## src/rtl/asb_pkg.sv

```systemverilog
package asb_pkg;
  localparam int REG_W = 32;
  localparam int WM_W  = 5;
  localparam int FLG_N = 3;

  // word index decoded from reg_addr[4:2]
  localparam logic [2:0] IDX_CTRL  = 3'd0;
  localparam logic [2:0] IDX_XCTRL = 3'd1;
  localparam logic [2:0] IDX_DATA  = 3'd2;
  localparam logic [2:0] IDX_STAT  = 3'd3;
  localparam logic [2:0] IDX_RAW   = 3'd4;
  localparam logic [2:0] IDX_MSKD  = 3'd5;
  localparam logic [2:0] IDX_MASK  = 3'd6;

  // extended control field positions
  localparam int XC_DMA_BIT = 0;
  localparam int XC_TRG_LSB = 1;
  localparam int XC_WL_LSB  = 16;
  localparam int XC_WH_LSB  = 24;

  // flag bit positions
  localparam int FLG_OVF  = 0;
  localparam int FLG_LOW  = 1;
  localparam int FLG_HIGH = 2;

  typedef enum logic [1:0] {
    TRIG_BELOW_LOW = 2'd0,
    TRIG_UPTO_HIGH = 2'd1,
    TRIG_OFF_A     = 2'd2,
    TRIG_OFF_B     = 2'd3
  } trig_e;
endpackage

```

## src/rtl/asb_fifo.sv

```systemverilog
module asb_fifo #(
  parameter int DEPTH = 32,
  parameter int DW    = 32,
  localparam int PW   = $clog2(DEPTH),
  localparam int CW   = PW + 1
) (
  input  logic          clk,
  input  logic          rst_n,
  input  logic          flush,
  input  logic          push,
  input  logic [DW-1:0] din,
  input  logic          pop,
  output logic [DW-1:0] dout,
  output logic [CW-1:0] count,
  output logic          full,
  output logic          empty
);
  logic [DW-1:0] mem [DEPTH];
  logic [PW-1:0] wr_ptr_q, wr_ptr_d, rd_ptr_q, rd_ptr_d;
  logic [CW-1:0] cnt_q, cnt_d;
  logic          push_ok, pop_ok;

  function automatic logic [PW-1:0] ptr_inc(input logic [PW-1:0] p);
    if (p == PW'(DEPTH - 1)) return '0;
    return p + 1'b1;
  endfunction

  assign full    = (cnt_q == CW'(DEPTH));
  assign empty   = (cnt_q == '0);
  assign push_ok = push && !full && !flush;
  assign pop_ok  = pop && !empty && !flush;

  always_comb begin
    wr_ptr_d = wr_ptr_q;
    rd_ptr_d = rd_ptr_q;
    cnt_d    = cnt_q;
    if (flush) begin
      wr_ptr_d = '0;
      rd_ptr_d = '0;
      cnt_d    = '0;
    end else begin
      if (push_ok) wr_ptr_d = ptr_inc(wr_ptr_q);
      if (pop_ok)  rd_ptr_d = ptr_inc(rd_ptr_q);
      case ({push_ok, pop_ok})
        2'b10:   cnt_d = cnt_q + 1'b1;
        2'b01:   cnt_d = cnt_q - 1'b1;
        default: cnt_d = cnt_q;
      endcase
    end
  end

  always_ff @(posedge clk or negedge rst_n) begin
    if (!rst_n) begin
      wr_ptr_q <= '0;
      rd_ptr_q <= '0;
      cnt_q    <= '0;
    end else begin
      wr_ptr_q <= wr_ptr_d;
      rd_ptr_q <= rd_ptr_d;
      cnt_q    <= cnt_d;
    end
  end

  always_ff @(posedge clk) begin
    if (push_ok) mem[wr_ptr_q] <= din;
  end

  assign dout  = mem[rd_ptr_q];
  assign count = cnt_q;
endmodule

```

## src/rtl/asb_level_mon.sv

```systemverilog
module asb_level_mon
  import asb_pkg::*;
#(
  parameter int CW = 6
) (
  input  logic [CW-1:0]   count,
  input  logic [WM_W-1:0] wm_low,
  input  logic [WM_W-1:0] wm_high,
  input  trig_e           mode,
  input  logic            mod_en,
  input  logic            dma_en,
  output logic            dma_req,
  output logic            below_low,
  output logic            above_high
);
  logic want;

  assign below_low  = (count <  CW'(wm_low));
  assign above_high = (count >  CW'(wm_high));

  always_comb begin
    case (mode)
      TRIG_BELOW_LOW: want = below_low;
      TRIG_UPTO_HIGH: want = !above_high;
      default:        want = 1'b0;
    endcase
  end

  assign dma_req = mod_en && dma_en && want;
endmodule

```

## src/rtl/asb_irq_flags.sv

```systemverilog
module asb_irq_flags
  import asb_pkg::*;
(
  input  logic             clk,
  input  logic             rst_n,
  input  logic [FLG_N-1:0] set_ev,
  input  logic [FLG_N-1:0] clr_w1c,
  input  logic [FLG_N-1:0] mask,
  output logic [FLG_N-1:0] raw,
  output logic [FLG_N-1:0] masked,
  output logic             irq
);
  logic [FLG_N-1:0] raw_q, raw_d;

  always_comb raw_d = (raw_q & ~clr_w1c) | set_ev;

  always_ff @(posedge clk or negedge rst_n) begin
    if (!rst_n) raw_q <= '0;
    else        raw_q <= raw_d;
  end

  assign raw    = raw_q;
  assign masked = raw_q & ~mask;
  assign irq    = |masked;
endmodule

```

## src/rtl/aud_sample_bridge.sv

```systemverilog
module aud_sample_bridge
  import asb_pkg::*;
#(
  parameter int DEPTH  = 32,
  parameter int ADDR_W = 5,
  localparam int CW    = $clog2(DEPTH) + 1
) (
  input  logic              clk,
  input  logic              rst_n,
  input  logic              reg_we,
  input  logic [ADDR_W-1:0] reg_addr,
  input  logic [REG_W-1:0]  reg_wdata,
  output logic [REG_W-1:0]  reg_rdata,
  output logic              smp_valid,
  input  logic              smp_ready,
  output logic [REG_W-1:0]  smp_data,
  output logic              dma_req,
  output logic              irq
);
  logic             mod_en_q, mod_en_d;
  logic             dma_en_q, dma_en_d;
  logic [1:0]       trig_q, trig_d;
  logic [WM_W-1:0]  wl_q, wl_d, wh_q, wh_d;
  logic [FLG_N-1:0] mask_q, mask_d;

  logic [2:0]       idx;
  logic             aligned;
  logic             wr_ctrl, wr_xctrl, wr_data, wr_raw, wr_mask;

  logic [CW-1:0]    fill;
  logic             full, empty, push, pop, flush;
  logic             below_low, above_high;
  logic [FLG_N-1:0] set_ev, clr_w1c, raw, masked;
  trig_e            mode;

  assign idx      = reg_addr[4:2];
  assign aligned  = (reg_addr[1:0] == 2'b00);
  assign wr_ctrl  = reg_we && aligned && (idx == IDX_CTRL);
  assign wr_xctrl = reg_we && aligned && (idx == IDX_XCTRL);
  assign wr_data  = reg_we && aligned && (idx == IDX_DATA);
  assign wr_raw   = reg_we && aligned && (idx == IDX_RAW);
  assign wr_mask  = reg_we && aligned && (idx == IDX_MASK);

  // control next state
  always_comb begin
    mod_en_d = mod_en_q;
    dma_en_d = dma_en_q;
    trig_d   = trig_q;
    wl_d     = wl_q;
    wh_d     = wh_q;
    mask_d   = mask_q;
    if (wr_ctrl) mod_en_d = reg_wdata[0];
    if (wr_xctrl) begin
      dma_en_d = reg_wdata[XC_DMA_BIT];
      trig_d   = reg_wdata[XC_TRG_LSB +: 2];
      wl_d     = reg_wdata[XC_WL_LSB +: WM_W];
      wh_d     = reg_wdata[XC_WH_LSB +: WM_W];
    end
    if (wr_mask) mask_d = reg_wdata[FLG_N-1:0];
  end

  always_ff @(posedge clk or negedge rst_n) begin
    if (!rst_n) begin
      mod_en_q <= 1'b0;
      dma_en_q <= 1'b0;
      trig_q   <= '0;
      wl_q     <= '0;
      wh_q     <= '0;
      mask_q   <= '0;
    end else begin
      mod_en_q <= mod_en_d;
      dma_en_q <= dma_en_d;
      trig_q   <= trig_d;
      wl_q     <= wl_d;
      wh_q     <= wh_d;
      mask_q   <= mask_d;
    end
  end

  assign mode      = trig_e'(trig_q);
  assign flush     = !mod_en_q;
  assign push      = wr_data && mod_en_q && !full;
  assign smp_valid = mod_en_q && !empty;
  assign pop       = smp_valid && smp_ready;

  asb_fifo #(.DEPTH(DEPTH), .DW(REG_W)) u_fifo (
    .clk   (clk),
    .rst_n (rst_n),
    .flush (flush),
    .push  (push),
    .din   (reg_wdata),
    .pop   (pop),
    .dout  (smp_data),
    .count (fill),
    .full  (full),
    .empty (empty)
  );

  asb_level_mon #(.CW(CW)) u_level (
    .count      (fill),
    .wm_low     (wl_q),
    .wm_high    (wh_q),
    .mode       (mode),
    .mod_en     (mod_en_q),
    .dma_en     (dma_en_q),
    .dma_req    (dma_req),
    .below_low  (below_low),
    .above_high (above_high)
  );

  always_comb begin
    set_ev           = '0;
    set_ev[FLG_OVF]  = wr_data && mod_en_q && full;
    set_ev[FLG_LOW]  = mod_en_q && below_low;
    set_ev[FLG_HIGH] = mod_en_q && above_high;
    clr_w1c          = wr_raw ? reg_wdata[FLG_N-1:0] : '0;
  end

  asb_irq_flags u_flags (
    .clk     (clk),
    .rst_n   (rst_n),
    .set_ev  (set_ev),
    .clr_w1c (clr_w1c),
    .mask    (mask_q),
    .raw     (raw),
    .masked  (masked),
    .irq     (irq)
  );

  // read mux
  always_comb begin
    reg_rdata = '0;
    if (aligned) begin
      case (idx)
        IDX_CTRL:  reg_rdata[0] = mod_en_q;
        IDX_XCTRL: begin
          reg_rdata[XC_DMA_BIT]         = dma_en_q;
          reg_rdata[XC_TRG_LSB +: 2]    = trig_q;
          reg_rdata[XC_WL_LSB +: WM_W]  = wl_q;
          reg_rdata[XC_WH_LSB +: WM_W]  = wh_q;
        end
        IDX_STAT:  reg_rdata = REG_W'(fill);
        IDX_RAW:   reg_rdata = REG_W'(raw);
        IDX_MSKD:  reg_rdata = REG_W'(masked);
        IDX_MASK:  reg_rdata = REG_W'(mask_q);
        default:   reg_rdata = '0;
      endcase
    end
  end
endmodule

```

## config.mk

```make
export PLATFORM = sky130hd
export DESIGN_NAME = aud_sample_bridge
export DESIGN_NICKNAME = d
export VERILOG_FILES = /design/src/rtl/asb_pkg.sv /design/src/rtl/asb_fifo.sv /design/src/rtl/asb_level_mon.sv /design/src/rtl/asb_irq_flags.sv /design/src/rtl/aud_sample_bridge.sv
export SDC_FILE = /design/constraint.sdc
export NUM_CORES = 1
export LEC_CHECK = 0
export BUFFER_PORTS_ARGS = -buffer_cell sky130_fd_sc_hd__buf_2
export CAP_MARGIN = 40
export CORE_AREA = 2 2 348 350
export CTS_CLUSTER_DIAMETER = 80
export DETAILED_ROUTE_END_ITERATION = 8
export DIE_AREA = 0 0 350 352
export PLACE_DENSITY = 0.62
export SLEW_MARGIN = 10
export SYNTH_ARGS = -nofsm -noshare
export SYNTH_HDL_FRONTEND = slang
export SYNTH_SLANG_ARGS = --single-unit
```

## constraint.sdc

```tcl
create_clock -name clk -period 3 [get_ports clk]
set_input_delay 0.45 -clock clk [delete_from_list [all_inputs] [get_ports clk]]
set_output_delay 0.45 -clock clk [all_outputs]
set_load 0.02 [all_outputs]
```

==> results.cfg <==
[clock_network]
htree_levels = 3
cts_sinks = 1060
clk_path_buf_depth = 3
cts-root-buf = clkbuf_16
clock_latency_ns = 0.67
numCtsBuffers = 102
path_clk_slew_ns = 0.06
cts_tree = yes

[logic_synthesis]
avgSynthCellArea_sq_um = 23.4
synth_edf_count = 1024
syn_inst = 1768
ys_types = 53
synth_area_sq_um = 41400
ys.flop_type = edfxtp_1
ys_async_sr_fraction_pct = 3.40
ys_ff_latch = 1060
synth-seq-area-share_pct = 76.4
yosys_warnings = 0

[floorplanning]
dieArea_sq_um = 123000
ios = 108
chipWidth_um = 350
core_area_sq_um = 119000
die_h_um = 352
rows = 127
initial_core_util_pct = 34.7

[worst_setup_path]
worstSetupPathType = reg2out
r2r_cells = 12
cp.required_ns = 2.55
startpoint_type = register
cp_max_fo = 8
worstSetupEndpointType = output port
worstPathArrival_ns = 3.14
rrSetupSlack_ns = 0.11

[pwr]
p_clk_share_pct = 42.5
ir_drop_uv = 452
p_leak_nw = 15.5
p_switching_mw = 5.90
switching_share_pct = 20.0
p_comb_share_pct = 2.0
power-per-cell-area_nw_per_um2 = 589
pwr-share-seq_pct = 55.5
p_total_mw = 29.4
p_int_mw = 23.5

[status]
status = finished, violations left
violations = setup timing

[sta]
tightest_slew_ns = 0.712
finalSetupViolCount = 32
final.period_utilization_pct = 120
hold_viol = 0
grt_setup_unrepaired = true
tns_ns = -17.26
fin_ws_ns = -0.594
maxSlewHeadroom_pct = 52.1
timing.fmax_mhz = 278
slew_violations = 0
skew_ns = 0.0293
period_needed_ns = 3.59

[job]
maxCapViolations = 0

[placed_design]
port-buffer-count = 91
gp_congestion = 0.791
post-place-ws_ns = 0.0395
hpwl_um = 57800
post-place-cells = 3510

[global_route]
antenna_found_initial = 7
grt_pass1_wl_um = 150000
grt_max_degree = 57
track_usage_pct = 16.9
globalRoute.totalOverflow = 0
grt_pass1_vias = 20615

[worst_hold_path]
hold_path_class = in2reg
whs_path_depth = 3

[routing]
wl_per_cell_um = 28.1
via_per_inst = 5.39
drt_iter0_markers = 2692
first_pass_iters = 5
num_vias = 20237
antenna_left = 0
route.detailed.drc = 0
totalWireLength_um = 105000

[cells_and_area]
final_cell_mix = edfxtp_1, mux4_2, clkbuf_16, buf_4, buf_12
drive_above_1_share_pct = 39.2
fill_cells = 10133
final_util_pct = 41.8
area_delta_synth_final_pct = 20.5
final_nets = 2114
final_common_cell = edfxtp_1
final_cells = 3753
-- Yosys cell counts (11+ instances only) --
master | instances | area share, %
buf_4 | 37 | 0.67
dfrtp_1 | 36 | 2.2
clkbuf_1 | 33 | 0.30
ha_1 | 20 | 0.60
nor2_1 | 48 | 0.43
buf_1 | 22 | 0.20
nand2_1 | 26 | 0.24
o21ai_0 | 11 | 0.13
edfxtp_1 | 1024 | 74
inv_1 | 18 | 0.16
mux4_2 | 320 | 17
a21oi_1 | 12 | 0.14
mux2_2 | 53 | 1.4
-- what timing repair did --
action / 4_1_cts / 5_1_grt
setup buffers: 24 / 11
gates resized for setup: 81 / 39
hold buffers: 1 / 0
setup endpoints to repair: 33 / 36
hold endpoints to repair: 36 / 0
pin swaps: 1 / 2
gates cloned: 6 / 8
-- per-layer routing --
layer / vias to the layer above / global-route usage (%) / share of wire (%)
met5: - / 0 / 0.022
met4: 4 / 3.68 / 1.8
met3: 148 / 3.30 / 8.0
met2: 988 / 26.2 / 47
met1: 10995 / 24.8 / 43
li1: 8102 / - / -
-- critical path, stage by stage (launching register included) --
cell and delay, ns:
dfrtp_4 0.52, buf_12 0.19, buf_4 0.15, clkbuf_16 0.16, mux4_2 0.50, mux4_2 0.48, mux2_2 0.30, buf_6 0.14
-- power groups by stage --
stage	clock [mW]	combinational [mW]	sequential, mW
6_report	12.5	0.591	16.3
5_1_grt	13.3	0.648	16.3
4_1_cts	12.7	0.582	16.3
3_5_place_dp	0	0.543	16.6
3_3_place_gp	0	0.503	16.6
2_1_floorplan	0	0.244	16.6
-- final timing paths --
kind	start	endpoint
min reg2reg	u_flags.raw[0]	u_flags.raw[0]
max reg2reg	u_fifo.count[4]	u_fifo.count[5]
max in group asynchronous	rst_n	u_fifo.rd_ptr_q[0]
min	smp_ready	u_fifo.count[5]
max	u_fifo.rd_ptr_q[0]	smp_data[20]
min in group asynchronous	rst_n	wh_q[3]
-- per-stage QoR --
step / instance area (sq um) / hold WS (ns)
2_1_floorplan: 41600 / 0.154
3_3_place_gp: 45500 / 0.519
3_5_place_dp: 45500 / 0.337
4_1_cts: 49400 / 0.135
5_1_grt: 49900 / 0.177
6_report: 49900 / 0.175
-- final cells by class --
cell class / instances / area, sq um / share of cell area (%)
sequential: 1060 / 31700 / 63.4
tap: 1612 / 2020 / 4.04
inverter: 18 / 67.6 / 0.135
timing repair buffer: 269 / 3290 / 6.60
multi-input combinational: 601 / 9610 / 19.3
antenna: 1 / 2.50 / 0.00501
clock buffer: 124 / 2680 / 5.36
clock inverter: 68 / 582 / 1.17
-- flip-flops by register name, summed over array words and instances (netlist names) --
name	count
u_fifo.mem	1024
u_fifo.count	6
u_fifo.rd_ptr_q	5
u_fifo.wr_ptr_q	5
wh_q	5
wl_q	5
mask_q	3
u_flags.raw	3
mode	2
dma_en_q	1
mod_en_q	1
-- logic make-up (layout without fill, tap and decap cells) --
group / after synthesis / in the layout / share of synthesized area, %
flops: 1060 / 1060 / 76.4
mux: 378 / 378 / 19.0
simple gates: 129 / 129 / 1.52
buf+inv: 122 / 479 / 1.54
compound gates: 53 / 53 / 0.849
fa+ha+maj: 21 / 21 / 0.652
xor+xnor: 4 / 4 / 0.0846
other cells: 1 / 17 / 0.00905
Power figures use the tool's default switching activity.
